===== config.mk =====
export PLATFORM = sky130hd
export DESIGN_NAME = pe_status_gen
export DESIGN_NICKNAME = d
export VERILOG_FILES = /design/src/rtl/pe_status_gen.sv
export SDC_FILE = /design/constraint.sdc
export NUM_CORES = 1
export LEC_CHECK = 0
export BUFFER_PORTS_ARGS = -buffer_cell sky130_fd_sc_hd__buf_2
export CORE_MARGIN = 2
export CORE_UTILIZATION = 48
export CTS_CLUSTER_SIZE = 14
export DETAILED_ROUTE_END_ITERATION = 10
export GPL_ROUTABILITY_DRIVEN = 0
export GPL_TIMING_DRIVEN = 0
export PLACE_DENSITY = 0.75
export SLEW_MARGIN = 10
export SYNTH_ARGS = -nofsm -noshare
export SYNTH_HDL_FRONTEND = slang
export SYNTH_SLANG_ARGS = --single-unit

===== constraint.sdc =====
create_clock -name clk -period 2.5 [get_ports clk]
set_input_delay 0.25 -clock clk [delete_from_list [all_inputs] [get_ports clk]]
set_output_delay 0.25 -clock clk [all_outputs]
set_load 0.02 [all_outputs]

===== src/rtl/pe_status_gen.sv =====
module pe_status_gen #(
  parameter int NB          = 11,
  parameter int WAIT_CYCLES = 12500,
  localparam int BW = (NB > 1) ? $clog2(NB) : 1,
  localparam int CW = $clog2(WAIT_CYCLES + 1)
) (
  input  logic          clk,
  input  logic          rst_n,
  input  logic          prog_busy,
  input  logic          erase_busy,
  input  logic          erase_win,
  input  logic          erase_susp,
  input  logic          op_fail,
  input  logic          prot_abort,
  input  logic          prog_bit,
  input  logic [NB-1:0] erase_map,
  input  logic [BW-1:0] rd_blk,
  input  logic          rd_strobe,
  output logic [7:0]    stat,
  output logic          stat_sel,
  output logic          rdy
);

  logic          rd_q, tgl6, tgl2;
  logic [CW-1:0] abort_cnt;

  wire abort_on = (abort_cnt != '0);
  wire running  = prog_busy | erase_busy | abort_on;
  wire in_blk   = |(erase_map & (NB'(1) << rd_blk));
  wire rd_rise  = rd_strobe & ~rd_q;
  wire susp_hit = erase_susp & in_blk;

  always_ff @(posedge clk or negedge rst_n) begin
    if (!rst_n) begin
      rd_q      <= 1'b0;
      tgl6      <= 1'b0;
      tgl2      <= 1'b0;
      abort_cnt <= '0;
    end else begin
      rd_q <= rd_strobe;
      if (rd_rise && running)
        tgl6 <= ~tgl6;
      if (rd_rise && (erase_busy || erase_susp) && in_blk)
        tgl2 <= ~tgl2;
      if (prot_abort)
        abort_cnt <= CW'(WAIT_CYCLES);
      else if (abort_on)
        abort_cnt <= abort_cnt - 1'b1;
    end
  end

  logic poll;
  always_comb begin
    if (prog_busy)                    poll = ~prog_bit;
    else if (erase_busy || abort_on)  poll = 1'b0;
    else if (susp_hit)                poll = 1'b1;
    else                              poll = 1'b0;
  end

  wire timer_bit = (erase_busy & ~erase_win) | abort_on;

  assign stat     = {poll, tgl6, op_fail, 1'b0, timer_bit, tgl2, 2'b00};
  assign stat_sel = running | susp_hit;
  assign rdy      = ~running;

endmodule


==> metrics.md, run 1 <==
| Metric | Value |
|---|---|
| Largest net degree at the start of global routing | `18` |
| Area Growth Syn to Fin | `33.0%` |
| Fraction of layout instances using a drive strength above 1 | `0.441` |
| Outcome | `finished clean` |
| Worst Hold Class | `in2reg` |
| Max VDD drop | `0.000381 V` |
| Die area | `0.00279 mm^2` |
| Clock group share of total power | `0.217` |
| Area after DPL | `0.00133 mm^2` |
| Starting Density | `0.512` |
| CP Cell Sequence | `inv_2 -> ha_4 -> or3b_4 -> or4_4 -> nor3_2 -> a31o_2 -> buf_6` |
| I/O Pins | `35` |
| Delay-heaviest family, CP | `simple AND/OR/NAND/NOR gates` |
| Final setup violation count | `0` |
| Worst reg-to-reg path cell count | `15` |
| Ant diodes | `0` |
| Cell count after placement | `178` |
| Netlist cell types | `42` |
| H-tree lvl count | `1` |
| Worst setup path endpoint | `stat[7]` |
| Pleak | `0.000647 uW` |
| Reg2reg start | `abort_cnt[0]` |
| Cell Rows | `17` |
| Crit path largest cell delay | `0.52 ns` |
| First-pass GRT wire length | `4640 um` |
| Die width | `52.8 um` |
| RSZ-0062 raised after global routing | `true` |
| EDFF count, synth | `0` |
| Final cell count without fillers | `198` |
| Psw | `226 uW` |
| Max Clk Rate | `406 MHz` |
| Register area share after synthesis | `0.372` |
| Critical path's slowest cell | `or4_4` |
| CP Max Fanout | `4` |
| Clk sink count | `17` |
| Iter 0 DRT Violations | `18` |
| Clk buf depth | `2` |
| Reg2reg end | `abort_cnt[10]` |
| Crit path launch type | `register` |
| Warnings from Yosys | `0` |
| Vias in the first global route | `1070` |
| Comb power frac | `0.325` |
| Crit share post-route | `0.985` |
| Max-cap violations | `0` |
| Clock latency on the worst-skew pair | `0.30 ns` |
| Hold depth | `1` |
| Setup ws final | `0.0365 ns` |
| I/O Buffers | `29` |
| CTS tree | `done` |
| Total track usage | `0.234` |
| Cell area power density | `464 mW/mm^2` |
| Congestion Overflow GR | `0` |
| CP Capture Type | `primary output` |
| Clock skew | `0.00860 ns` |
| R2R Setup Slk | `0.12 ns` |
| Avg Vias per Cell | `5.77` |
| Worst Path Required | `2.25 ns` |
| Worst Path Buf+Inv | `2` |
| Netlist Area Pre-Place | `0.00114 mm^2` |
| Critical Path AT | `2.21 ns` |
| Final Instance Area | `0.00152 mm^2` |
| Initial antenna violation count | `0` |
| Via count of the routed design | `1143` |
| Asr flop ratio synth | `1.00` |
| DRC viols | `0` |
| Yosys reg bits | `17` |
| Root buffer cell | `clkbuf_4` |
| Wire length per cell | `14.9 um` |
| Reg power frac | `0.458` |
| Max Slew Vio Count | `0` |
| CP Class | `reg2out` |
| Main synth FF type | `dfrtp_1` |
| Total core area | `0.00223 mm^2` |
| Reg clk slew, reported paths | `0.11 ns` |
| Worst Setup SP | `abort_cnt[1]` |
| Place WS | `-0.0422 ns` |
| Minimum clock period | `2.46 ns` |
| Mean Syn Cell Area | `9.61 um^2` |
| Final Hold Violating Endpoints | `0` |
| Die extent in y | `52.8 um` |
| Post-route ant nets | `0` |
| Hpwl dp | `1840 um` |
| Drt total wl | `2960 um` |
| Nets | `198` |
| Syn Inst Count | `119` |
| Num CTS Buffers | `3` |
| Switching Share | `0.319` |
| First-pass DRT Iterations | `4` |
| Int Power | `481 uW` |
| Crit path depth | `7` |
## layout make-up
type	instances	area, um^2
multi-input cells	87	654
plain buffers	11	77.6
fillers	182	712
clock buffers	4	26.3
well taps	28	35.0
flip-flops and latches	17	425
repair buffers	46	284
inverters	5	18.8
## layer usage
layer  wire length (um)  GRT usage  up-vias
li1                   -          -      534
met1               1140      0.249      564
met2               1640      0.442       38
met3                125     0.0371        7
met4                 59      0.111        0
met5                  0          0        -
## cells by family after synthesis
kind of cell,after synthesis,synth area share
AO/OA/AOI/OAI,28,0.174
XOR/XNOR,4,0.0306
adder cells (fa/ha/maj),2,0.0219
buffers and inverters,17,0.0908
flip-flops,17,0.372
multiplexers,5,0.0569
other,1,0.00328
AND/OR/NAND/NOR,45,0.251
## synthesized netlist by cell type (all sizes together), types with 2 or more instances
library cell	n	area, um^2
a211oi	2	15.0
o21ai	7	35.0
xnor2	2	17.5
nor2	9	33.8
buf	12	85.1
o21a	3	22.5
nand3	4	20.0
a21oi	5	25.0
o41ai	2	25.0
ha	2	25.0
nor3	2	10.0
nor4	4	40.0
mux2	2	22.5
nor2b	5	31.3
or3	5	31.3
mux2i	2	20.0
inv	5	18.8
or2	3	18.8
or4	7	60.1
nand2	3	11.3
o31ai	3	22.5
xor2	2	17.5
dfrtp	17	425
## worst reg2reg max path, stage by stage, from the launching register on
cell and delay [ns]:
dfrtp_1 0.41, inv_2 0.09, buf_4 0.11, buf_4 0.09, buf_4 0.09, buf_4 0.10, buf_4 0.10, buf_4 0.10
buf_4 0.10, buf_4 0.09, buf_4 0.09, buf_4 0.10, ha_2 0.20, o2111ai_2 0.14, or3_1 0.34, a21oi_1 0.15
## state kept, by name (all words and copies together) (netlist names)
signal and flops:
abort_cnt 14, tgl6 1, tgl2 1, rd_q 1
## metrics by stage
step	TNS, ns	utilization	total power [uW]	hold slack [ns]
floorplan	0	-	458	-0.0456
global placement	-0.0133	0.596	514	0.192
detailed placement	-0.0422	0.596	519	0.202
CTS	-0.00628	0.674	700	0.0517
global route	-0.0430	0.681	743	0.0464
finish	0	0.681	707	0.0592
## power groups by stage
stage	clock network, uW	registers [uW]	logic (uW)
6_report	153	324	229
5_1_grt	169	326	248
4_1_cts	157	323	220
3_5_place_dp	0	328	192
3_3_place_gp	0	327	187
2_1_floorplan	0	324	135
## layout by cell type (no fill, tap or decap), drive strengths merged, types with 2 or more instances in the layout
cell type / netlist / routed
o31ai: 3 / 3
nand2: 3 / 3
o41ai: 2 / 2
nor4: 4 / 4
nor3: 2 / 2
a211oi: 2 / 2
nor2: 9 / 9
clkbuf: 0 / 4
nand3: 4 / 4
xnor2: 2 / 2
a21oi: 5 / 5
nor2b: 5 / 5
o21a: 3 / 3
o21ai: 7 / 7
inv: 5 / 5
or4: 7 / 7
or3: 5 / 5
dfrtp: 17 / 17
xor2: 2 / 2
mux2i: 2 / 2
buf: 12 / 56
mux2: 2 / 2
or2: 3 / 3
conb: 1 / 3
ha: 2 / 2
## timing repair
| action | CTS | global route |
|---|---|---|
| hold endpoints to repair | 17 | 0 |
| pin swaps | 6 | 1 |
| gates resized for setup | 10 | 2 |
| hold buffers | 1 | 0 |
| endpoints found under the setup margin | 4 | 4 |
| setup buffers | 15 | 1 |
## how the worst min path moves through the flow
| stage | from | endpoint | slack (ns) |
|---|---|---|---|
| final | rd_strobe | rd_q | 0.06 |
| after floorplan | rst_n | abort_cnt[0] | -0.05 |
| after global placement | rst_n | abort_cnt[3] | 0.19 |
| after global routing | rd_strobe | rd_q | 0.05 |
| after CTS | rd_strobe | rd_q | 0.05 |
| after detailed placement | rst_n | abort_cnt[2] | 0.20 |
(Power assumes the default switching activity.)
==> run 2, diff against run 1 <==
- PLACE_DENSITY: 0.75 -> unset
- PLACE_DENSITY_LB_ADDON: unset -> 0.05
==> metrics.md, run 2 (same netlist as run 1, synthesis figures left out) <==
| Metric | Value |
|---|---|
| DRC viols | `0 (unchanged)` |
| Total track usage | `0.187 (-0.0472)` |
| Area Growth Syn to Fin | `25.3%` |
| Clock latency on the worst-skew pair | `0.29 ns (about the same)` |
| CP Max Fanout | `3 (-1)` |
| Root buffer cell | `clkbuf_4` |
| Critical path's slowest cell | `or4_4` |
| CTS tree | `done` |
| Crit path largest cell delay | `0.52 ns (about the same)` |
| Clk buf depth | `2 (unchanged)` |
| R2R Setup Slk | `0.35 ns (+0.23 ns)` |
| Post-route ant nets | `0 (unchanged)` |
| Worst Path Required | `2.25 ns (about the same)` |
| Cell area power density | `463 mW/mm^2 (-0.29%)` |
| Clock skew | `0.00937 ns (+0.000765 ns)` |
| Final setup violation count | `1 (+1)` |
| Max VDD drop | `0.000422 V (+11%)` |
| Reg2reg end | `abort_cnt[11]` |
| Cell count after placement | `178 (unchanged)` |
| Failing checks | `setup timing` |
| Reg2reg start | `abort_cnt[1]` |
| Die extent in y | `52.8 um (unchanged)` |
| FF+latch area | `425 um^2 (unchanged)` |
| Fraction of layout instances using a drive strength above 1 | `0.403 (-0.0387)` |
| Final cell count without fillers | `187 (-5.6%)` |
| Reg with most FFs | `abort_cnt` |
| Pleak | `0.000605 uW (-6.4%)` |
| Minimum clock period | `2.51 ns (+0.0437 ns)` |
| CP Capture Type | `primary output` |
| Hpwl dp | `1800 um (-2.1%)` |
| Worst Hold Class | `in2reg` |
| Area occupied by multi-input gates | `644 um^2 (-1.5%)` |
| First-pass DRT Iterations | `4 (unchanged)` |
| Worst Min Path Start | `rd_strobe` |
| Most frequent cells in the layout | `buf_2 (28), dfrtp_1 (17), buf_4 (14), nor2_1 (9), o21ai_0 (6)` |
| Avg Vias per Cell | `5.22 (-9.6%)` |
| Outcome | `finished, violations left` |
| Total core area | `0.00223 mm^2 (unchanged)` |
| CP Cell Sequence | `inv_2 -> ha_2 -> or3b_4 -> or4_4 -> nor3_4 -> a31o_2 -> buf_6` |
| Via count of the routed design | `976 (-15%)` |
| Final Hold Violating Endpoints | `0 (unchanged)` |
| Worst Path Buf+Inv | `2 (unchanged)` |
| Delay-heaviest family, CP | `simple AND/OR/NAND/NOR gates` |
| First-pass GRT wire length | `3840 um (-17%)` |
| RSZ-0062 raised after global routing | `true` |
| Worst reg-to-reg path cell count | `8 (-7)` |
| CP Class | `reg2out` |
| Setup TNS | `-0.00719 ns (-0.00719 ns)` |
| Nets | `187 (-5.6%)` |
| Ant diodes | `0 (unchanged)` |
| Number of flip-flops in the largest register | `14 (unchanged)` |
| Congestion Overflow GR | `0 (unchanged)` |
| Num CTS Buffers | `3 (unchanged)` |
| Hold path endpoint | `rd_q` |
| Cell Rows | `17 (unchanged)` |
| I/O Pins | `35 (unchanged)` |
| Max Clk Rate | `399 MHz (-1.7%)` |
| Max Slew Vio Count | `0 (unchanged)` |
| Reg clk slew, reported paths | `0.10 ns (about the same)` |
| Vias in the first global route | `876 (-18%)` |
| Hold depth | `1 (unchanged)` |
| Iter 0 DRT Violations | `17 (-1)` |
| Initial antenna violation count | `0 (unchanged)` |
| Setup ws final | `-0.00719 ns (-0.0437 ns)` |
| Fillers | `197 (+8.2%)` |
| Die area | `0.00279 mm^2 (unchanged)` |
| Largest net degree at the start of global routing | `18 (unchanged)` |
| Crit path launch type | `register` |
| I/O Buffers | `29 (unchanged)` |
| Commonest non-fill, non-tap cell in the layout | `buf_2` |
| Crit share post-route | `1.00 (+0.0175)` |
| Die width | `52.8 um (unchanged)` |
| Max-cap violations | `0 (unchanged)` |
| Drt total wl | `2370 um (-20%)` |
| Starting Density | `0.512 (unchanged)` |
| Critical Path AT | `2.26 ns (+0.05 ns)` |
| Clk sink count | `17 (unchanged)` |
| Wire length per cell | `12.7 um (-15%)` |
| H-tree lvl count | `1 (unchanged)` |
| Min Hold Slack | `0.0736 ns (+0.0144 ns)` |
==> run 2: metal layers <==
metal	vias to the layer above	share of wire	GRT usage
met5	-	0	0
met4	0	0.0051	0.0513
met3	2	0.056	0.0343
met2	26	0.47	0.313
met1	436	0.46	0.246
li1	512	-	-
==> run 2: repair_timing <==
action / in CTS / in global routing
gates resized for setup: 8 / 4
pin swaps: 5 / 4
setup buffers: 5 / 0
hold buffers: 1 / 0
endpoints found under the hold margin: 17 / 0
setup endpoints to repair: 4 / 3
==> run 2: report_power, final <==
part / total [uW] / internal (uW) / switching [uW]
combinational: 198 / 98.3 / 99.6
sequential: 322 / 301 / 21.1
clock: 143 / 59.4 / 83.7
==> run 2: how the worst max path moves through the flow <==
stage | start | end | slack (ns) | cells after the start
after floorplan | abort_cnt[0] | stat[7] | 0.22 | 7
after detailed placement | abort_cnt[0] | stat[7] | -0.03 | 8
after global routing | abort_cnt[1] | stat[7] | -0.08 | 7
final | abort_cnt[1] | stat[7] | -0.007 | 7
after global placement | abort_cnt[0] | stat[7] | 0.005 | 8
after CTS | abort_cnt[1] | stat[7] | -0.05 | 8
==> run 2: layout make-up <==
cell class                 instances  share of cell area
multi-input combinational         87               0.450
inverter                           5              0.0131
buffer                            11              0.0541
tap                               28              0.0245
timing repair buffer              35               0.142
clock buffer                       3              0.0157
clock inverter                     1             0.00349
sequential                        17               0.297
==> run 2: per-stage QoR <==
stage / instance area [um^2] / power (uW) / setup WS [ns] / utilization
after floorplan: 1150 / 458 / 0.216 / -
after global placement: 1330 / 515 / 0.00531 / 0.596
after detailed placement: 1330 / 519 / -0.0298 / 0.596
after CTS: 1430 / 671 / -0.0453 / 0.639
after global routing: 1430 / 707 / -0.0824 / 0.641
final: 1430 / 663 / -0.00719 / 0.641
==> run 3, diff against run 2 <==
- CORE_MARGIN: 2 -> unset
==> metrics.md, run 3 (same netlist as run 1, synthesis figures left out) <==
| Metric | Value |
|---|---|
| Max-cap violations | `0 (unchanged)` |
| Reg power frac | `0.477 (-0.009)` |
| Outcome | `finished, violations left` |
| Area after DPL | `0.00133 mm^2 (unchanged)` |
| Cell Rows | `17 (unchanged)` |
| First-pass DRT Iterations | `4 (unchanged)` |
| Cell area power density | `459 mW/mm^2 (-0.89%)` |
| Total core area | `0.00223 mm^2 (unchanged)` |
| Ant diodes | `0 (unchanged)` |
| Clk sink count | `17 (unchanged)` |
| Max Slew Vio Count | `0 (unchanged)` |
| I/O Buffers | `29 (unchanged)` |
| H-tree lvl count | `1 (unchanged)` |
| DRC viols | `0 (unchanged)` |
| Largest net degree at the start of global routing | `18 (unchanged)` |
| Wire length per cell | `13.2 um (+4.1%)` |
| Commonest non-fill, non-tap cell in the layout | `buf_2` |
| Comb power frac | `0.307 (+0.009)` |
| R2R Setup Slk | `0.35 ns (about the same)` |
| CP Class | `reg2out` |
| Final Instance Area | `0.00147 mm^2 (+2.9%)` |
| RSZ-0062 raised after global routing | `true` |
| CTS tree | `done` |
| Critical path's slowest cell | `or4_4` |
| Worst Path Required | `2.25 ns (about the same)` |
| Reg clk slew, reported paths | `0.10 ns (about the same)` |
| Area occupied by multi-input gates | `659 um^2 (+2.3%)` |
| Congestion Overflow GR | `0 (unchanged)` |
| Clock skew | `0.00538 ns (-0.00398 ns)` |
| Iter 0 DRT Violations | `23 (+6)` |
| Area Growth Syn to Fin | `28.9%` |
| I/O Pins | `35 (unchanged)` |
| Minimum clock period | `2.56 ns (+0.0553 ns)` |
| CP Cell Sequence | `inv_2 -> ha_4 -> or3b_4 -> or4_4 -> buf_6 -> a211o_1 -> buf_6` |
| Post-route ant nets | `0 (unchanged)` |
| Switching Share | `0.314 (+0.00572)` |
| First-pass GRT wire length | `4110 um (+7.0%)` |
| Number of flip-flops in the largest register | `14 (unchanged)` |
| Total track usage | `0.215 (+0.0282)` |
| Setup ws final | `-0.0625 ns (-0.0553 ns)` |
| Clk buf depth | `2 (unchanged)` |
| Die width | `50.8 um (-3.8%)` |
| Clock latency on the worst-skew pair | `0.29 ns (about the same)` |
| Final setup violation count | `3 (+2)` |
| Num CTS Buffers | `3 (unchanged)` |
| Final core occ | `0.660 (+0.0185)` |
| Worst Hold Class | `in2reg` |
| Critical Path AT | `2.31 ns (+0.05 ns)` |
| Nets | `189 (+1.1%)` |
| Worst setup path endpoint | `stat_sel` |
| Worst Setup SP | `abort_cnt[1]` |
| FF+latch area | `425 um^2 (unchanged)` |
| Root buffer cell | `clkbuf_4` |
| Most frequent cells in the layout | `buf_2 (28), dfrtp_1 (17), buf_4 (13), nor2_1 (8), o21ai_0 (6)` |
| Int Power | `464 uW (+1.1%)` |
| Final Hold Violating Endpoints | `0 (unchanged)` |
| CP Max Fanout | `2 (-1)` |
| Clock group share of total power | `0.216 (about the same)` |
| Psw | `212 uW (+3.9%)` |
| Most common cell on crit path | `buf_6` |
| Crit path largest cell delay | `0.52 ns (about the same)` |
| Max VDD drop | `0.000424 V (+0.50%)` |
| Crit share post-route | `1.03 (+0.0221)` |
| Max Clk Rate | `390 MHz (-2.2%)` |
| Die extent in y | `50.8 um (-3.8%)` |
| Avg Vias per Cell | `5.48 (+5.0%)` |
| Die area | `0.00258 mm^2 (-7.4%)` |
| Reg2reg start | `abort_cnt[1]` |
| CP Capture Type | `primary output` |
| Fraction of layout instances using a drive strength above 1 | `0.410 (+0.00742)` |
| Fillers | `187 (-5.1%)` |
| Hpwl dp | `1710 um (-4.9%)` |
| Initial antenna violation count | `0 (unchanged)` |
| Worst reg-to-reg path cell count | `8 (unchanged)` |
| Vias in the first global route | `944 (+7.8%)` |
| Reg2reg end | `tgl6` |
| Via count of the routed design | `1036 (+6.1%)` |
| Pleak | `0.000621 uW (+2.7%)` |
| Drt total wl | `2490 um (+5.2%)` |
| Failing checks | `setup timing` |
| Crit path launch type | `register` |
| Starting Density | `0.512 (unchanged)` |
| Reg with most FFs | `abort_cnt` |
## run 3: through the flow
step	TNS (ns)	instances	hold slack, ns	total power [uW]	worst slack [ns]
floorplan	0	121	-0.0456	458	0.216
global placement	0	178	0.195	515	0.00115
detailed placement	-0.0348	178	0.194	519	-0.0348
CTS	-0.0586	188	0.0662	672	-0.0586
global route	-0.307	189	0.0538	721	-0.118
finish	-0.0928	189	0.0717	676	-0.0625
## run 3: per-layer routing
metal	vias to the layer above	wire, um	GRT usage	part of all wire
met5	-	0	0	0
met4	0	39	0.0926	0.016
met3	6	100	0.0446	0.040
met2	32	1150	0.351	0.46
met1	478	1200	0.276	0.48
li1	520	-	-	-
## run 3: what timing repair did
action / 4_1_cts / 5_1_grt
buffers inserted: 5 / 2
pin swaps: 4 / 4
hold endpoints to repair: 17 / 0
cloned: 0 / 0
endpoints found under the setup margin: 4 / 3
gates resized for setup: 8 / 9
hold buffers: 1 / 0
## run 3: power by group through the flow
stage / clock [uW] / sequential (uW) / combinational, uW
final: 146 / 323 / 208
after global routing: 164 / 327 / 230
after CTS: 149 / 323 / 200
after detailed placement: 0 / 328 / 191
after global placement: 0 / 327 / 188
after floorplan: 0 / 324 / 135
## run 3: how the worst min path moves through the flow
stage                              end       from  depth (start not counted)
after global placement            tgl6      rst_n                          1
after CTS                         rd_q  rd_strobe                          1
after floorplan           abort_cnt[0]      rst_n                          0
after global routing              rd_q  rd_strobe                          1
final                             rd_q  rd_strobe                          1
after detailed placement          tgl6      rst_n                          1
## run 3: layout make-up
cell class                      instances  area share
Multi-Input combinational cell         87       0.447
Buffer                                 11      0.0526
Sequential cell                        17       0.289
Inverter                                5      0.0127
Clock buffer                            3      0.0153
Clock inverter                          1     0.00340
Timing Repair Buffer                   37       0.156
Tap cell                               28      0.0238
## run 3: critical path, delay by kind of cell (launching register included)
| family | cells | cell delay [ns] |
|---|---|---|
| adders and majority gates | 1 | 0.13 |
| AOI/OAI and AO/OA | 1 | 0.24 |
| and+or+nand+nor | 2 | 0.90 |
| buffers and inverters | 3 | 0.36 |
| DFF | 1 | 0.40 |
